--- config.mk ---
export PLATFORM = sky130hd
export DESIGN_NAME = nest_irq_ctrl
export DESIGN_NICKNAME = d
export VERILOG_FILES = /design/src/rtl/nic_pkg.sv /design/src/rtl/nic_first_set.sv /design/src/rtl/nic_src_regs.sv /design/src/rtl/nic_inservice.sv /design/src/rtl/nest_irq_ctrl.sv
export SDC_FILE = /design/constraint.sdc
export NUM_CORES = 1
export LEC_CHECK = 0
export BUFFER_PORTS_ARGS = -buffer_cell sky130_fd_sc_hd__buf_2
export CAP_MARGIN = 30
export CORE_UTILIZATION = 35
export CTS_CLUSTER_DIAMETER = 60
export CTS_CLUSTER_SIZE = 10
export DETAILED_ROUTE_END_ITERATION = 8
export GPL_TIMING_DRIVEN = 0
export PLACE_DENSITY = 0.58
export SETUP_SLACK_MARGIN = 0.02
export SLEW_MARGIN = 20
export SYNTH_ARGS = -nofsm -noshare
export SYNTH_HDL_FRONTEND = slang
export SYNTH_SLANG_ARGS = --single-unit
--- constraint.sdc ---
create_clock -name clk -period 2.8 [get_ports clk]
set_input_delay 0.7 -clock clk [delete_from_list [all_inputs] [get_ports clk]]
set_output_delay 0.7 -clock clk [all_outputs]
set_load 0.01 [all_outputs]
--- src/rtl/nic_pkg.sv ---
package nic_pkg;
    typedef enum logic [1:0] {
        S_IDLE   = 2'd0,
        S_ASSERT = 2'd1,
        S_VECTOR = 2'd2
    } nic_state_e;

    localparam logic [7:0] NMI_VECTOR = 8'd2;
    localparam logic [7:0] BASE_RESET = 8'h20;
endpackage

--- src/rtl/nic_first_set.sv ---
module nic_first_set #(
    parameter int W = 9,
    localparam int IW = (W > 1) ? $clog2(W) : 1
) (
    input  logic [W-1:0]  vec_i,
    output logic          found_o,
    output logic [IW-1:0] idx_o,
    output logic [W-1:0]  onehot_o
);
    always_comb begin
        found_o = 1'b0;
        idx_o   = '0;
        for (int i = W - 1; i >= 0; i--) begin
            if (vec_i[i]) begin
                found_o = 1'b1;
                idx_o   = i[IW-1:0];
            end
        end
        onehot_o = found_o ? (W'(1) << idx_o) : '0;
    end
endmodule

--- src/rtl/nic_src_regs.sv ---
module nic_src_regs
    import nic_pkg::*;
#(
    parameter int NLINES = 8,
    localparam int NSRC = NLINES + 1
) (
    input  logic              clk,
    input  logic              rst_n,
    input  logic [NLINES-1:0] req_i,
    input  logic              nmi_i,
    input  logic              cfg_we_i,
    input  logic [NLINES-1:0] cfg_mask_i,
    input  logic [7:0]        cfg_base_i,
    input  logic              take_i,
    input  logic [NSRC-1:0]   take_oh_i,
    output logic [NSRC-1:0]   cand_o,
    output logic              nmi_pend_o,
    output logic [7:0]        base_o
);
    logic [NLINES-1:0] pend_q;
    logic [NLINES-1:0] mask_q;
    logic              nmi_q;
    logic [7:0]        base_q;
    logic [NSRC-1:0]   clr;

    assign clr = take_i ? take_oh_i : '0;

    always_ff @(posedge clk) begin
        if (!rst_n) begin
            pend_q <= '0;
            nmi_q  <= 1'b0;
            mask_q <= '0;
            base_q <= BASE_RESET;
        end else begin
            pend_q <= (pend_q | req_i) & ~clr[NSRC-1:1];
            nmi_q  <= (nmi_q | nmi_i) & ~clr[0];
            if (cfg_we_i) begin
                mask_q <= cfg_mask_i;
                base_q <= cfg_base_i;
            end
        end
    end

    assign cand_o     = {pend_q & ~mask_q, nmi_q};
    assign nmi_pend_o = nmi_q;
    assign base_o     = base_q;
endmodule

--- src/rtl/nic_inservice.sv ---
module nic_inservice #(
    parameter int NSRC = 9,
    localparam int IW = $clog2(NSRC)
) (
    input  logic            clk,
    input  logic            rst_n,
    input  logic            eoi_i,
    input  logic            take_i,
    input  logic [NSRC-1:0] take_oh_i,
    output logic [NSRC-1:0] isr_o,
    output logic            top_found_o,
    output logic [IW-1:0]   top_idx_o
);
    logic [NSRC-1:0] isr_q;
    logic [NSRC-1:0] top_oh;

    nic_first_set #(.W(NSRC)) u_top (
        .vec_i   (isr_q),
        .found_o (top_found_o),
        .idx_o   (top_idx_o),
        .onehot_o(top_oh)
    );

    always_ff @(posedge clk) begin
        if (!rst_n) begin
            isr_q <= '0;
        end else begin
            isr_q <= (isr_q & ~(eoi_i ? top_oh : '0)) | (take_i ? take_oh_i : '0);
        end
    end

    assign isr_o = isr_q;
endmodule

--- src/rtl/nest_irq_ctrl.sv ---
module nest_irq_ctrl
    import nic_pkg::*;
#(
    parameter int NLINES = 8
) (
    input  logic              clk,
    input  logic              rst_n,
    input  logic [NLINES-1:0] req_i,
    input  logic              nmi_i,
    input  logic              ack_i,
    input  logic              eoi_i,
    input  logic              cfg_we_i,
    input  logic [NLINES-1:0] cfg_mask_i,
    input  logic [7:0]        cfg_base_i,
    output logic              int_o,
    output logic              vec_vld_o,
    output logic [7:0]        vec_o
);
    localparam int NSRC = NLINES + 1;
    localparam int IW   = $clog2(NSRC);

    nic_state_e      state_q, state_d;
    logic [NSRC-1:0] cand, best_oh, isr_q;
    logic [IW-1:0]   best_idx, top_idx;
    logic            best_found, top_found, fire, take, nmi_pend_w;
    logic [7:0]      base, vec_q;

    nic_src_regs #(.NLINES(NLINES)) u_src (
        .clk       (clk),
        .rst_n     (rst_n),
        .req_i     (req_i),
        .nmi_i     (nmi_i),
        .cfg_we_i  (cfg_we_i),
        .cfg_mask_i(cfg_mask_i),
        .cfg_base_i(cfg_base_i),
        .take_i    (take),
        .take_oh_i (best_oh),
        .cand_o    (cand),
        .nmi_pend_o(nmi_pend_w),
        .base_o    (base)
    );

    nic_first_set #(.W(NSRC)) u_best (
        .vec_i   (cand),
        .found_o (best_found),
        .idx_o   (best_idx),
        .onehot_o(best_oh)
    );

    nic_inservice #(.NSRC(NSRC)) u_isr (
        .clk        (clk),
        .rst_n      (rst_n),
        .eoi_i      (eoi_i),
        .take_i     (take),
        .take_oh_i  (best_oh),
        .isr_o      (isr_q),
        .top_found_o(top_found),
        .top_idx_o  (top_idx)
    );

    assign fire = best_found && (!top_found || (best_idx < top_idx));

    always_ff @(posedge clk) begin
        if (!rst_n) begin
            state_q <= S_IDLE;
            vec_q   <= '0;
        end else begin
            state_q <= state_d;
            if (take) begin
                vec_q <= (best_idx == '0) ? NMI_VECTOR
                                          : base + 8'(best_idx) - 8'd1;
            end
        end
    end

    always_comb begin
        state_d = state_q;
        unique case (state_q)
            S_IDLE:   if (fire) state_d = S_ASSERT;
            S_ASSERT: begin
                if (!fire)      state_d = S_IDLE;
                else if (ack_i) state_d = S_VECTOR;
            end
            S_VECTOR: state_d = S_IDLE;
            default:  state_d = S_IDLE;
        endcase
    end

    always_comb begin
        int_o     = (state_q == S_ASSERT) && fire;
        take      = int_o && ack_i;
        vec_vld_o = (state_q == S_VECTOR);
        vec_o     = vec_q;
    end
endmodule

==> impl_metrics.py, run 1 <==
metrics = {
    "status": {
        "status": "finished with violations",
        "violations": "DRC, setup timing",
    },
    "floorplan": {
        "start_util": 0.368,
        "die_h_um": 84.2,
        "rows": 29,
        "die_area_mm2": 0.00709,
        "num_io_pins": 40,
        "coreArea_mm2": 0.00642,
        "die_x_um": 84.2,
    },
    "logic_synthesis": {
        "syn-mean-instance-area_um2": 8.66,
        "synthSimpleGateAreaFrac": 0.212,
        "synth_fa_ha_area_frac": 0.0772,
        "synth_commonest_cells": "dfxtp_1, inv_1, nor2_1",
        "synth_compound_area_frac": 0.174,
        "synthMostInstantiatedCell": "dfxtp_1",
        "synthCells": 273,
        "yosys_warnings": 0,
        "synth-seq-cells": 44,
        "yosys.cell_types.count": 49,
        "synth_top_family_by_area": "simple AND/OR/NAND/NOR gates",
        "synthArstFlopShare": 0,
        "syn_nets": 317,
        "synth.area.mux_share": 0.0889,
        "yosys-top-cells-area": "dfxtp_1, mux2i_1, ha_1",
        "synth_xor_area_frac": 0.0185,
        "yosysTopAreaCell": "dfxtp_1",
        "yosys.area.top_type_share": 0.372,
        "synth-edff-count": 0,
        "synth_flop_cell": "dfxtp_1",
        "netlist_area_mm2": 0.00236,
        "ys_seq_area_frac": 0.372,
    },
    "clock_network": {
        "cts-root-buf": "clkbuf_8",
        "cts_tree": "built",
        "clock_latency_ns": 0.31,
        "cts_num_sinks": 44,
        "cts-htree-levels": 2,
        "cts_hold_buf": 0,
        "clk_pin_slew_worst_paths_ns": 0.10,
        "cts_made_buffers": 5,
        "cts.path.max_buffers": 2,
    },
    "timing": {
        "hold_viol_final": 0,
        "period_share": 1.15,
        "relSlewSlack": 0.431,
        "skew_ns": 0.0160,
        "post-route-min-period_ns": 3.22,
        "worst_slew_pin_slew_ns": 0.842,
        "setup_slack_ns": -0.415,
        "setup_violations": 1,
        "drv_slew": 0,
        "tns_ns": -0.415,
        "max_freq_ghz": 0.311,
        "rsz0062_at_grt": "true",
        "holdWs_ns": 0.458,
    },
    "grt": {
        "gr-usage-met2": 0.273,
        "grt_max_degree": 15,
        "grt-ovfl-total": 0,
        "met1_usage": 0.241,
        "grt_pass1_vias": 1955,
        "antenna_found_initial": 0,
        "use_met3": 0.0305,
        "grt_first_pass_wirelength_mm": 9.69,
        "track_usage": 0.173,
        "top_usage_layer": "met2",
    },
    "setup_path": {
        "r2r_slack_ns": 0.03,
        "reg2reg_to": "vec_o[7]",
        "slowest_stage": "or4_4",
        "worst-setup-path-type": "register to primary output",
        "crit_top_cell": "nor2b_4",
        "cp.required_ns": 2.10,
        "crit_arrival_ns": 2.52,
        "r2r-start": "u_src.nmi_pend_o",
        "critical_path_peak_fanout": 3,
        "startpoint_type": "register",
        "worstSetupEndpointType": "primary output",
        "path_cells": "or4_4 > nor2b_4 > nand2_2 > ha_4 > a211oi_4 > a311o_4 > nor2b_4 > and2_4 > buf_6",
        "worstRegToRegCells": 15,
        "cpPeakStageDelay_ns": 0.56,
    },
    "power": {
        "p_leak_nw": 1.42,
        "p_per_area_mw_per_mm2": 549,
        "peakVddDrop_mv": 0.265,
    },
    "placed_design": {
        "io_buffers": 37,
        "gp_congestion": 0.777,
        "dp_hpwl_mm": 4.31,
    },
    "route": {
        "drt-initial-drc-count": 99,
        "routed_wl_mm": 6.17,
        "first_pass_iters": 6,
        "vias": 2137,
        "ant_nets": 0,
        "viasPerCell": 5.21,
        "routedWlPerCell_um": 15.1,
        "remaining_drc_errors": 2,
    },
    "worst_hold_path": {
        "hold_start": "vec_o[2]",
        "holdPathEnd": "vec_o[2]",
        "hold_depth": 2,
        "worstHoldPathType": "register to register",
    },
    "layout": {
        "diodes": 0,
        "final_nets": 376,
        "areaGrowthSynthToFinish_pct": 33.3,
        "drive_gt1_frac": 0.357,
    },
    "flow_run": {
        "max_cap_viol_count": 0,
    },
}
-- placed cells by master (no fill, tap or decap), drive strengths merged, types with 3 or more instances in the layout --
master / count
and2: 4
a211oi: 3
and2b: 4
nand2: 19
nand4: 5
ha: 13
nor2: 23
o31ai: 3
mux2i: 21
a21oi: 13
a41o: 3
nor2b: 7
dfxtp: 44
nand3: 11
clkbuf: 12
a31oi: 5
inv: 24
buf: 55
o21ai: 16
nand2b: 8
xnor2: 5
nor3: 4
-- metrics by stage --
stage	worst slack [ns]	cells	util	total power, mW	area [µm²]
after floorplan	-0.00579	273	-	1.02	2400
after global placement	-0.485	387	0.418	1.12	2680
after detailed placement	-0.491	387	0.418	1.13	2680
after CTS	-0.401	403	0.464	1.69	2980
after global routing	-0.487	410	0.491	1.83	3150
final	-0.415	410	0.491	1.73	3150
-- worst max path at each step --
stage	start	endpoint	cells after the start
after floorplan	u_isr.isr_o[6]	int_o	8
after global placement	u_src.mask_q[0]	int_o	11
after detailed placement	u_src.mask_q[0]	int_o	11
after CTS	u_isr.isr_o[4]	int_o	9
after global routing	u_isr.isr_o[4]	int_o	9
final	u_isr.isr_o[4]	int_o	9
-- power by group --
part           internal, mW  switching [mW]
combinational         0.265           0.268
clock                 0.264           0.235
sequential            0.668          0.0309
-- sequential cells by signal, summed over array words and instances (netlist names) --
signal / cells
vec_o: 8
u_isr.isr_o: 9
u_src.mask_q: 8
state_q: 2
u_src.nmi_pend_o: 1
u_src.pend_q: 8
u_src.base_o: 8
-- metal layers --
metal,part of all wire,up-vias
met4,0.015,0
met3,0.045,8
li1,-,1082
met1,0.49,1004
met5,0,-
met2,0.45,43
-- logic make-up after synthesis --
family | Yosys count
simple gates | 96
compound gates | 59
flops | 44
buf+inv | 34
mux | 21
fa+ha+maj | 14
xor+xnor | 5
-- critical path: cells and delay by family, from the launching register on --
family	cells	cell delay (ns)
simple gates	5	1.04
compound gates	2	0.43
flops	1	0.34
fa+ha+maj	1	0.28
buf+inv	1	0.11
-- area by class of cell --
cell class | count | area (µm²)
plain buffers | 9 | 41.3
clock buffers | 5 | 68.8
clock inverters | 3 | 42.5
fillers | 621 | 3270
inverters | 24 | 90.1
multi-input cells | 195 | 1590
flip-flops and latches | 44 | 901
well taps | 77 | 96.3
repair buffers | 53 | 323
-- repair_timing --
action	4_1_cts	5_1_grt
setup buffers	9	7
pin swaps	10	12
cloned	0	0
endpoints found under the setup margin	8	3
resized for setup	28	29
(Power assumes the default switching activity.)
==> inputs of run 2 (changes only) <==
--- a/config.mk
+++ b/config.mk
@@ -5,7 +5,7 @@
 export SDC_FILE = /design/constraint.sdc
 export NUM_CORES = 1
 export LEC_CHECK = 0
-export BUFFER_PORTS_ARGS = -buffer_cell sky130_fd_sc_hd__buf_2
+export BUFFER_PORTS_ARGS = -buffer_cell sky130_fd_sc_hd__clkbuf_2
 export CAP_MARGIN = 30
 export CORE_UTILIZATION = 35
 export CTS_CLUSTER_DIAMETER = 60
==> run 2 against run 1 <==
The flow still finishes with violations (DRC, setup timing). Clock power down 2%. Sequential cell count stayed put. Sequential share of layout area fell by 0.27 points. Non-clock buffer count decreased by 2. Register-to-register slack got worse by 0.20 ns. Via count shrank 1.4%. Largest cell class unchanged. Final area increased by 0.67%. Setup slack improved by 0.012 ns. Utilization rose by 0.33 points. Power up 1.3%. Maximum frequency grew 0.38%. Hold slack about the same.
==> impl_metrics.py, run 2 (synthesis gave the netlist of run 1 again) <==
metrics = {
    "status": {
        "status": "finished with violations",
        "violations": "DRC, setup timing",
    },
    "layout": {
        "final_common_cell": "clkbuf_2",
        "diodes": 0,
        "final_nets": 374,
        "fillCellCount": 603,
        "ff_latch_area_um2": 898,
        "areaGrowthSynthToFinish_pct": 34.2,
        "fin_area_mm2": 0.00317,
        "largest_reg_flops": 9,
        "layout_common_cells": "clkbuf_2, dfxtp_1, nor2_1",
        "fin_cells": 408,
        "drive_gt1_frac": 0.381,
        "multi_input_area_mm2": 0.00164,
    },
    "flow_run": {
        "max_cap_viol_count": 0,
    },
    "placed_design": {
        "place_area_mm2": 0.00268,
        "dp.cells": 387,
        "io_buffers": 37,
        "dp_hpwl_mm": 4.33,
        "gp_congestion": 0.781,
    },
    "worst_hold_path": {
        "worstHoldPathType": "register to register",
    },
    "power": {
        "p_per_area_mw_per_mm2": 553,
        "peakVddDrop_mv": 0.304,
        "p_total_mw": 1.75,
        "p_leak_nw": 1.41,
    },
    "clock_network": {
        "clk_pin_slew_worst_paths_ns": 0.09,
        "cts_num_sinks": 44,
        "cts-htree-levels": 2,
        "cts.path.max_buffers": 2,
        "cts_made_buffers": 5,
        "clock_latency_ns": 0.31,
        "cts_tree": "built",
        "cts-root-buf": "clkbuf_8",
        "cts_hold_buf": 0,
    },
    "timing": {
        "holdWs_ns": 0.458,
        "hold_viol_final": 0,
        "period_share": 1.14,
        "rsz0062_at_grt": "true",
        "skew_ns": 0.00791,
        "tns_ns": -0.574,
        "setup_violations": 2,
        "worst_slew_pin_slew_ns": 0.825,
        "relSlewSlack": 0.443,
        "max_freq_ghz": 0.312,
        "post-route-min-period_ns": 3.20,
        "drv_slew": 0,
        "setup_slack_ns": -0.403,
    },
    "setup_path": {
        "crit_arrival_ns": 2.50,
        "path_cells": "or4_4 > nor2b_4 > nand2_2 > ha_4 > a211oi_4 > a311o_4 > nor2b_4 > and2_4 > buf_6",
        "worstSetupEndpointType": "primary output",
        "startpoint_type": "register",
        "critical_path_peak_fanout": 2,
        "cp.required_ns": 2.10,
        "cpPeakStageDelay_ns": 0.55,
        "slowest_stage": "or4_4",
        "crit_top_cell": "nor2b_4",
        "worst-setup-path-type": "register to primary output",
    },
    "floorplan": {
        "die_area_mm2": 0.00709,
        "coreArea_mm2": 0.00642,
        "die_x_um": 84.2,
        "die_h_um": 84.2,
        "start_util": 0.368,
        "num_io_pins": 40,
        "rows": 29,
    },
    "route": {
        "drt-initial-drc-count": 92,
        "ant_nets": 0,
        "routedWlPerCell_um": 15.1,
        "routed_wl_mm": 6.17,
        "first_pass_iters": 6,
        "vias": 2108,
        "remaining_drc_errors": 2,
        "viasPerCell": 5.17,
    },
    "grt": {
        "grt_max_degree": 14,
        "grt-ovfl-total": 0,
        "grt_pass1_vias": 1967,
        "antenna_found_initial": 0,
        "track_usage": 0.178,
        "grt_first_pass_wirelength_mm": 9.80,
    },
}
-- run 2: cell type report --
type | count | share of cell area
multi-input combinational | 195 | 0.518
sequential | 44 | 0.283
timing repair buffer | 51 | 0.0935
tap | 77 | 0.0304
inverter | 24 | 0.0284
clock buffer | 6 | 0.0229
buffer | 9 | 0.0130
clock inverter | 2 | 0.0110
-- run 2: report_power, final --
part,internal (mW),switching [mW]
clock,0.265,0.224
combinational,0.280,0.284
sequential,0.668,0.0340
-- run 2: path summary, 6_finish.rpt --
check / from / endpoint / slack (ns) / depth (start not counted)
setup / recovery: u_isr.isr_o[7] / int_o / -0.40 / 9
hold / removal: vec_o[2] / vec_o[2] / 0.46 / 2
setup reg to reg: u_src.mask_q[6] / vec_o[7] / -0.17 / 16
hold reg to reg: vec_o[2] / vec_o[2] / 0.46 / 2
-- run 2: critical path: cells and delay by family (launching register included) --
kind                     cells  cell delay (ns)
AND/OR/NAND/NOR              5             1.03
AO/OA/AOI/OAI                2             0.44
flip-flops                   1             0.33
adder cells (fa/ha/maj)      1             0.28
buffers and inverters        1             0.11
-- run 2: per-layer routing --
metal | track usage | share of wire | up-vias
met4 | 0.0611 | 0.014 | 0
met3 | 0.0344 | 0.044 | 5
met5 | 0 | 0 | -
li1 | - | - | 1084
met2 | 0.288 | 0.48 | 41
met1 | 0.239 | 0.47 | 978
-- run 2: repair_timing --
action / CTS / global route
setup buffers: 8 / 6
resized for setup: 30 / 38
endpoints found under the setup margin: 12 / 4
cloned: 0 / 0
pin swaps: 7 / 17
-- run 2: metrics by stage --
stage / worst slack (ns) / util
3_5_place_dp: -0.531 / 0.418
5_1_grt: -0.466 / 0.494
2_1_floorplan: -0.00579 / -
3_3_place_gp: -0.487 / 0.418
6_report: -0.403 / 0.494
4_1_cts: -0.405 / 0.464
